File: src/rtl/dring_pkg.sv
// Shared definitions for the descriptor ring engine.
// Assumes a 3-bit register group field above the slot field.
package dring_pkg;
    typedef enum logic [2:0] {
        G_TXBUF  = 3'd0,
        G_TXLEN  = 3'd1,
        G_TXSTAT = 3'd2,
        G_RXBUF  = 3'd3,
        G_RXSTAT = 3'd4,
        G_CTRL   = 3'd5
    } grp_e;

    localparam int EN_BIT   = 0;
    localparam int DONE_BIT = 1;
    localparam int CTRL_SLOT = 0;
    localparam int MISS_SLOT = 1;
endpackage

File: src/rtl/dring_satcnt.sv
// Saturating event counter.
// Assumes inc is a single-cycle pulse per event; holds at all-ones.
module dring_satcnt #(
    parameter int W = 8
) (
    input  logic         clk,
    input  logic         rst_n,
    input  logic         inc,
    output logic [W-1:0] cnt_o
);
    // Count events, stopping at the maximum value.
    always_ff @(posedge clk) begin
        if (!rst_n)
            cnt_o <= '0;
        else if (inc && (cnt_o != {W{1'b1}}))
            cnt_o <= cnt_o + W'(1);
    end
endmodule

File: src/rtl/dring_ring.sv
// One ring of register-held descriptors with its service index.
// Serves slots strictly in order; a hardware event on the current
// slot takes precedence over a software write to that slot's buffer
// word in the same cycle. NSLOT must be a power of two, at most 4.
module dring_ring #(
    parameter int NSLOT   = 4,
    parameter int DW      = 32,
    parameter int LW      = 11,
    parameter bit HAS_LEN = 1'b1,
    localparam int IW     = $clog2(NSLOT)
) (
    input  logic             clk,
    input  logic             rst_n,
    input  logic             wr_buf,
    input  logic             wr_len,
    input  logic [IW-1:0]    wr_slot,
    input  logic [DW-1:0]    wr_data,
    input  logic             evt_i,
    input  logic [DW-1:0]    evt_stat_i,
    input  logic [IW-1:0]    rd_slot,
    output logic [DW-1:0]    rd_buf_o,
    output logic [LW-1:0]    rd_len_o,
    output logic [DW-1:0]    rd_stat_o,
    output logic [IW-1:0]    head_o,
    output logic             head_en_o,
    output logic [DW-1:0]    head_addr_o,
    output logic [LW-1:0]    head_len_o,
    output logic             miss_o,
    output logic [NSLOT-1:0] en_v_o,
    output logic [NSLOT-1:0] done_v_o
);
    logic [DW-5:0] addr_q [NSLOT];
    logic [LW-1:0] len_q  [NSLOT];
    logic [DW-1:0] stat_q [NSLOT];
    logic [NSLOT-1:0] en_q, done_q;
    logic [IW-1:0] head_q;
    logic hit;

    assign hit    = evt_i &  en_q[head_q];
    assign miss_o = evt_i & ~en_q[head_q];

    // Advance the service index on each accepted event.
    always_ff @(posedge clk) begin
        if (!rst_n)
            head_q <= '0;
        else if (hit)
            head_q <= head_q + IW'(1);
    end

    for (genvar s = 0; s < NSLOT; s++) begin : g_slot
        logic sel_hw, sel_sw;
        assign sel_hw = hit && (head_q == IW'(s));
        assign sel_sw = wr_buf && (wr_slot == IW'(s));

        // Slot buffer word and status: hardware completion first, then software.
        always_ff @(posedge clk) begin
            if (!rst_n) begin
                addr_q[s] <= '0;
                en_q[s]   <= 1'b0;
                done_q[s] <= 1'b0;
                stat_q[s] <= '0;
            end else if (sel_hw) begin
                en_q[s]   <= 1'b0;
                done_q[s] <= 1'b1;
                stat_q[s] <= evt_stat_i;
            end else if (sel_sw) begin
                addr_q[s] <= wr_data[DW-1:4];
                en_q[s]   <= wr_data[dring_pkg::EN_BIT];
                done_q[s] <= done_q[s] & wr_data[dring_pkg::DONE_BIT]
                             & ~wr_data[dring_pkg::EN_BIT];
            end
        end

        if (HAS_LEN) begin : g_len
            // Frame length written by software.
            always_ff @(posedge clk) begin
                if (!rst_n)
                    len_q[s] <= '0;
                else if (wr_len && (wr_slot == IW'(s)))
                    len_q[s] <= wr_data[LW-1:0];
            end
        end else begin : g_nolen
            assign len_q[s] = '0;
        end
    end

    assign rd_buf_o    = {addr_q[rd_slot], 2'(head_q), done_q[rd_slot], en_q[rd_slot]};
    assign rd_len_o    = len_q[rd_slot];
    assign rd_stat_o   = stat_q[rd_slot];
    assign head_o      = head_q;
    assign head_en_o   = en_q[head_q];
    assign head_addr_o = {addr_q[head_q], 4'b0000};
    assign head_len_o  = len_q[head_q];
    assign en_v_o      = en_q;
    assign done_v_o    = done_q;
endmodule

File: src/rtl/dring_ctrl.sv
// Top of the descriptor ring engine: register decode, two rings,
// missed-frame counter and level interrupt.
// Assumes one register access per cycle; reads are combinational.
module dring_ctrl #(
    parameter int NSLOT = 4,
    parameter int DW    = 32,
    parameter int LW    = 11,
    parameter int MW    = 8,
    localparam int IW   = $clog2(NSLOT),
    localparam int AW   = 3 + IW
) (
    input  logic          clk,
    input  logic          rst_n,
    input  logic          reg_wr,
    input  logic [AW-1:0] reg_addr,
    input  logic [DW-1:0] reg_wdata,
    output logic [DW-1:0] reg_rdata,
    output logic          tx_req_o,
    output logic [DW-1:0] tx_addr_o,
    output logic [LW-1:0] tx_len_o,
    input  logic          tx_cmpl_i,
    input  logic [DW-1:0] tx_stat_i,
    output logic          rx_rdy_o,
    output logic [DW-1:0] rx_addr_o,
    input  logic          rx_frm_i,
    input  logic [DW-1:0] rx_stat_i,
    output logic          irq_o
);
    import dring_pkg::*;

    grp_e          grp;
    logic [IW-1:0] slot;
    logic          irq_en;
    logic [DW-1:0] tx_rbuf, tx_rstat, rx_rbuf, rx_rstat;
    logic [LW-1:0] tx_rlen, rx_rlen, rx_hlen;
    logic [IW-1:0] tx_head, rx_head;
    logic [NSLOT-1:0] tx_en_v, tx_done_v, rx_en_v, rx_done_v;
    logic          tx_miss, rx_miss;
    logic [MW-1:0] miss_cnt;

    assign grp  = grp_e'(reg_addr[AW-1:IW]);
    assign slot = reg_addr[IW-1:0];

    dring_ring #(.NSLOT(NSLOT), .DW(DW), .LW(LW), .HAS_LEN(1'b1)) u_tx (
        .clk, .rst_n,
        .wr_buf(reg_wr && grp == G_TXBUF), .wr_len(reg_wr && grp == G_TXLEN),
        .wr_slot(slot), .wr_data(reg_wdata),
        .evt_i(tx_cmpl_i), .evt_stat_i(tx_stat_i), .rd_slot(slot),
        .rd_buf_o(tx_rbuf), .rd_len_o(tx_rlen), .rd_stat_o(tx_rstat),
        .head_o(tx_head), .head_en_o(tx_req_o), .head_addr_o(tx_addr_o),
        .head_len_o(tx_len_o), .miss_o(tx_miss),
        .en_v_o(tx_en_v), .done_v_o(tx_done_v));

    dring_ring #(.NSLOT(NSLOT), .DW(DW), .LW(LW), .HAS_LEN(1'b0)) u_rx (
        .clk, .rst_n,
        .wr_buf(reg_wr && grp == G_RXBUF), .wr_len(1'b0),
        .wr_slot(slot), .wr_data(reg_wdata),
        .evt_i(rx_frm_i), .evt_stat_i(rx_stat_i), .rd_slot(slot),
        .rd_buf_o(rx_rbuf), .rd_len_o(rx_rlen), .rd_stat_o(rx_rstat),
        .head_o(rx_head), .head_en_o(rx_rdy_o), .head_addr_o(rx_addr_o),
        .head_len_o(rx_hlen), .miss_o(rx_miss),
        .en_v_o(rx_en_v), .done_v_o(rx_done_v));

    dring_satcnt #(.W(MW)) u_miss (
        .clk, .rst_n, .inc(rx_miss), .cnt_o(miss_cnt));

    // Interrupt enable bit of the control register.
    always_ff @(posedge clk) begin
        if (!rst_n)
            irq_en <= 1'b0;
        else if (reg_wr && grp == G_CTRL && slot == IW'(CTRL_SLOT))
            irq_en <= reg_wdata[0];
    end

    assign irq_o = irq_en & ((|tx_done_v) | (|rx_done_v));

    // Read-data multiplexer over the register groups.
    always_comb begin
        reg_rdata = '0;
        case (grp)
            G_TXBUF:  reg_rdata = tx_rbuf;
            G_TXLEN:  reg_rdata = DW'(tx_rlen);
            G_TXSTAT: reg_rdata = tx_rstat;
            G_RXBUF:  reg_rdata = rx_rbuf;
            G_RXSTAT: reg_rdata = rx_rstat;
            G_CTRL: begin
                if (slot == IW'(CTRL_SLOT))      reg_rdata = DW'(irq_en);
                else if (slot == IW'(MISS_SLOT)) reg_rdata = DW'(miss_cnt);
            end
            default:  reg_rdata = '0;
        endcase
    end
endmodule

File: config.mk
export PLATFORM = sky130hd
export DESIGN_NAME = dring_ctrl
export DESIGN_NICKNAME = d
export VERILOG_FILES = /design/src/rtl/dring_pkg.sv /design/src/rtl/dring_satcnt.sv /design/src/rtl/dring_ring.sv /design/src/rtl/dring_ctrl.sv
export SDC_FILE = /design/constraint.sdc
export NUM_CORES = 1
export LEC_CHECK = 0
export BUFFER_PORTS_ARGS = -buffer_cell sky130_fd_sc_hd__buf_2
export CAP_MARGIN = 30
export CORE_ASPECT_RATIO = 1.2
export CORE_MARGIN = 5
export CORE_UTILIZATION = 51
export CTS_CLUSTER_DIAMETER = 100
export DETAILED_ROUTE_END_ITERATION = 12
export PLACE_DENSITY = 0.68
export SYNTH_ARGS = -nofsm -noshare
export SYNTH_HDL_FRONTEND = slang
export SYNTH_SLANG_ARGS = --single-unit
File: constraint.sdc
create_clock -name clk -period 2.52 [get_ports clk]
set_input_delay 0.126 -clock clk [delete_from_list [all_inputs] [get_ports clk]]
set_output_delay 0.126 -clock clk [all_outputs]
set_load 0.005 [all_outputs]
==> impl_metrics.ini <==
[run_status]
status = completed

[worst_setup_path]
ff2ff_setup_slack_ns = 0.25
r2r_end = u_rx.addr_q[1][20]$_SDFFCE_PN0P_
endpoint = reg_rdata[4]
critPathRequiredTime_ns = 2.39
crit_arrival_ns = 2.33
cp-startpoint = u_tx.addr_q[3][0]$_SDFFCE_PN0P_
startpoint_type = register
worstRegToRegCells = 5
cp_max_fo = 2
critPathKind = reg2out
crit_path_end_kind = output pin
reg2reg_from = u_rx.head_o[0]$_SDFFE_PN0N_

[synthesis]
netlist_area_mm2 = 0.0265
syn_inst = 1819
synth-warning-count = 0
avgSynthCellArea_um2 = 14.6
synth-edff-count = 524
synth_top_cell_by_area = edfxtp_1
synth_seq_cells = 557
synth_top_flop_cell = edfxtp_1
synth_top_area_share_pct = 59.3
synthXorXnorAreaFrac_pct = 0.165
ys_seq_area_share_pct = 61.8
synthArstFlopShare_pct = 0
synth_area_leaders = edfxtp_1, mux4_2, and2_1
synth_adder_area_share_pct = 0.425
synth_compound_area_share_pct = 2.90
synth-simple-area-share_pct = 14.3
synth_cell_types = 53
synth_top_family_by_area = multiplexers
muxShareOfSynthArea_pct = 17.6

[layout]
n_fill_cell = 4031
drive_above_1_share_pct = 26.8
syn2layout_area_growth_pct = 17.5
final_cell_area_mm2 = 0.0312
mostFrequentLayoutCells = edfxtp_1, nor2_1, and2_1
nets = 2214
utilization_pct = 60.6
fin_cells = 2842
layout_commonest_cell = edfxtp_1

[hold_path]
hp-class = in2reg

[timing]
fin_crit_ns = 2.46
final_max_slew_viol_count = 0
max_freq_ghz = 0.406
max_slew_margin_pct = 55.6
finClkSkew_ns = 0.0245
final-setup-viol-count = 0
setup_tns_ns = 0
hold_viol = 0
rsz0062_at_grt = no
worst_pin_slew_ns = 0.665
fin_crit_sh_pct = 97.7

[global_route]
antenna_found_initial = 5
grtUsageTotal_pct = 25.6
grt_pass1_wl_mm = 109
grt-ovfl-total = 0
grt_max_degree = 78
grt_pass1_vias = 17100

[placed_design]
place_inst = 2655
gp_congestion = 0.907
place_area_mm2 = 0.0287
dpl.hpwl_mm = 48.7
io_buffers = 207

[clock_tree]
clkTransAtPathRegs_ns = 0.06
cts_buffers = 54
cts-root-buf = clkbuf_16
post_cts_buffers = 0
clock_sinks = 557
clockBufferDepth = 3
insertion_delay_ns = 0.61
cts_tree = done
htreeDepth = 2

[routing]
num_vias = 17100
route.detailed.drc = 0
drt_iter0_markers = 1950
finalWirelength_mm = 73.2
first_pass_iters = 6
ant_nets = 0
avgRoutedWirePerCell_um = 25.7
drt-vias-per-instance = 6.00

[die]
ios = 216
fp.dieH_um = 260
die_area_mm2 = 0.0567
core_region_area_mm2 = 0.0515
start_util_pct = 51.5
die_width_um = 218
row_count = 91

[power]
p_total_mw = 20.2
power.density_mw_per_mm2 = 647
total_leakage_power_nw = 11.6
vdd_ir_drop_max_mv = 0.480

[job]
maxCapViolCount = 0
-- registers in the layout, indices dropped and copies added, names as in the netlist, named ones only --
name / count
irq_en: 1
u_miss.cnt_o: 8
u_rx.addr_q: 112
u_rx.done_v_o: 4
u_rx.en_v_o: 4
u_rx.head_o: 2
u_rx.stat_q: 128
u_tx.addr_q: 112
u_tx.done_v_o: 4
u_tx.en_v_o: 4
u_tx.head_o: 2
u_tx.len_q: 44
u_tx.stat_q: 128
-- power by group --
group	total [mW]	internal [mW]	switching (mW)
logic	1.79	0.778	1.01
registers	10.7	10.5	0.168
clock network	7.71	4.30	3.41
total	20.2	15.6	4.59
-- Yosys cell counts (3+ instances only) --
library cell	instances
mux2i_1	49
nor2b_1	7
or3b_2	3
nor2_1	234
buf_4	11
nor3_1	13
a22oi_1	52
mux2_2	9
nand3_1	21
nand2b_1	11
dfxtp_1	33
a21o_1	7
and3_4	3
buf_1	11
o22ai_1	6
nand2_1	106
o21ai_0	8
o211ai_1	7
buf_6	5
and3_1	108
clkbuf_1	89
a211oi_1	4
inv_1	8
nor3b_1	3
nand4_1	8
a21oi_1	6
and2_1	214
mux4_2	181
ha_1	9
xor2_1	3
buf_2	36
edfxtp_1	524
-- metrics by stage --
step / setup WS, ns / hold WS (ns)
final: 0.0591 / 0.0249
after global routing: 0.000906 / 0.0376
after CTS: 0.0379 / 0.00479
after detailed placement: 0.286 / 0.437
after global placement: 0.332 / 0.431
after floorplan: 0.0231 / 0.324
-- cell families after synthesis --
group                    count (synthesis)
XOR/XNOR                                 5
flip-flops                             557
adder cells (fa/ha/maj)                  9
AND/OR/NAND/NOR                        742
other                                    1
buffers and inverters                  161
multiplexers                           239
AO/OA/AOI/OAI                          105
-- routing by layer --
layer / global-route usage (%) / routed length, um
met1: 35.8 / 28300
met2: 42.2 / 36500
met3: 4.11 / 6160
met4: 7.22 / 2130
met5: 0 / 13
-- cell type report --
| type | instances | area (um^2) | area share, % |
|---|---|---|---|
| antenna | 4 | 10.0 | 0.0321 |
| clock inverter | 28 | 211 | 0.678 |
| sequential | 557 | 16400 | 52.6 |
| tap | 697 | 872 | 2.80 |
| inverter | 8 | 30.0 | 0.0963 |
| clock buffer | 70 | 1430 | 4.60 |
| multi-input combinational | 1108 | 9460 | 30.4 |
| timing repair buffer | 370 | 2750 | 8.83 |
-- what timing repair did --
action,in CTS,in global routing
endpoints found under the hold margin,341,0
hold buffers,85,0
resized for setup,0,1
endpoints found under the setup margin,0,1
-- worst max-delay path, stage by stage, from the launching register on --
cell and delay [ns]:
edfxtp_1 0.38, mux4_2 0.54, a211oi_1 0.36, buf_4 0.18, nand3_1 0.12, buf_2 0.17
-- worst min-delay path by stage --
stage,start,endpoint,depth (start not counted)
global route,reg_wdata[17],u_rx.addr_q[3][13]$_SDFFCE_PN0P_,3
global placement,tx_stat_i[24],u_tx.stat_q[2][24]$_SDFFCE_PN0P_,2
finish,reg_wdata[17],u_tx.addr_q[1][13]$_SDFFCE_PN0P_,3
CTS,reg_wdata[17],u_rx.addr_q[3][13]$_SDFFCE_PN0P_,3
floorplan,rx_stat_i[0],u_rx.stat_q[0][0]$_SDFFCE_PN0P_,1
detailed placement,tx_stat_i[6],u_tx.stat_q[3][6]$_SDFFCE_PN0P_,2
No activity file was read; power rests on OpenSTA's default activity.
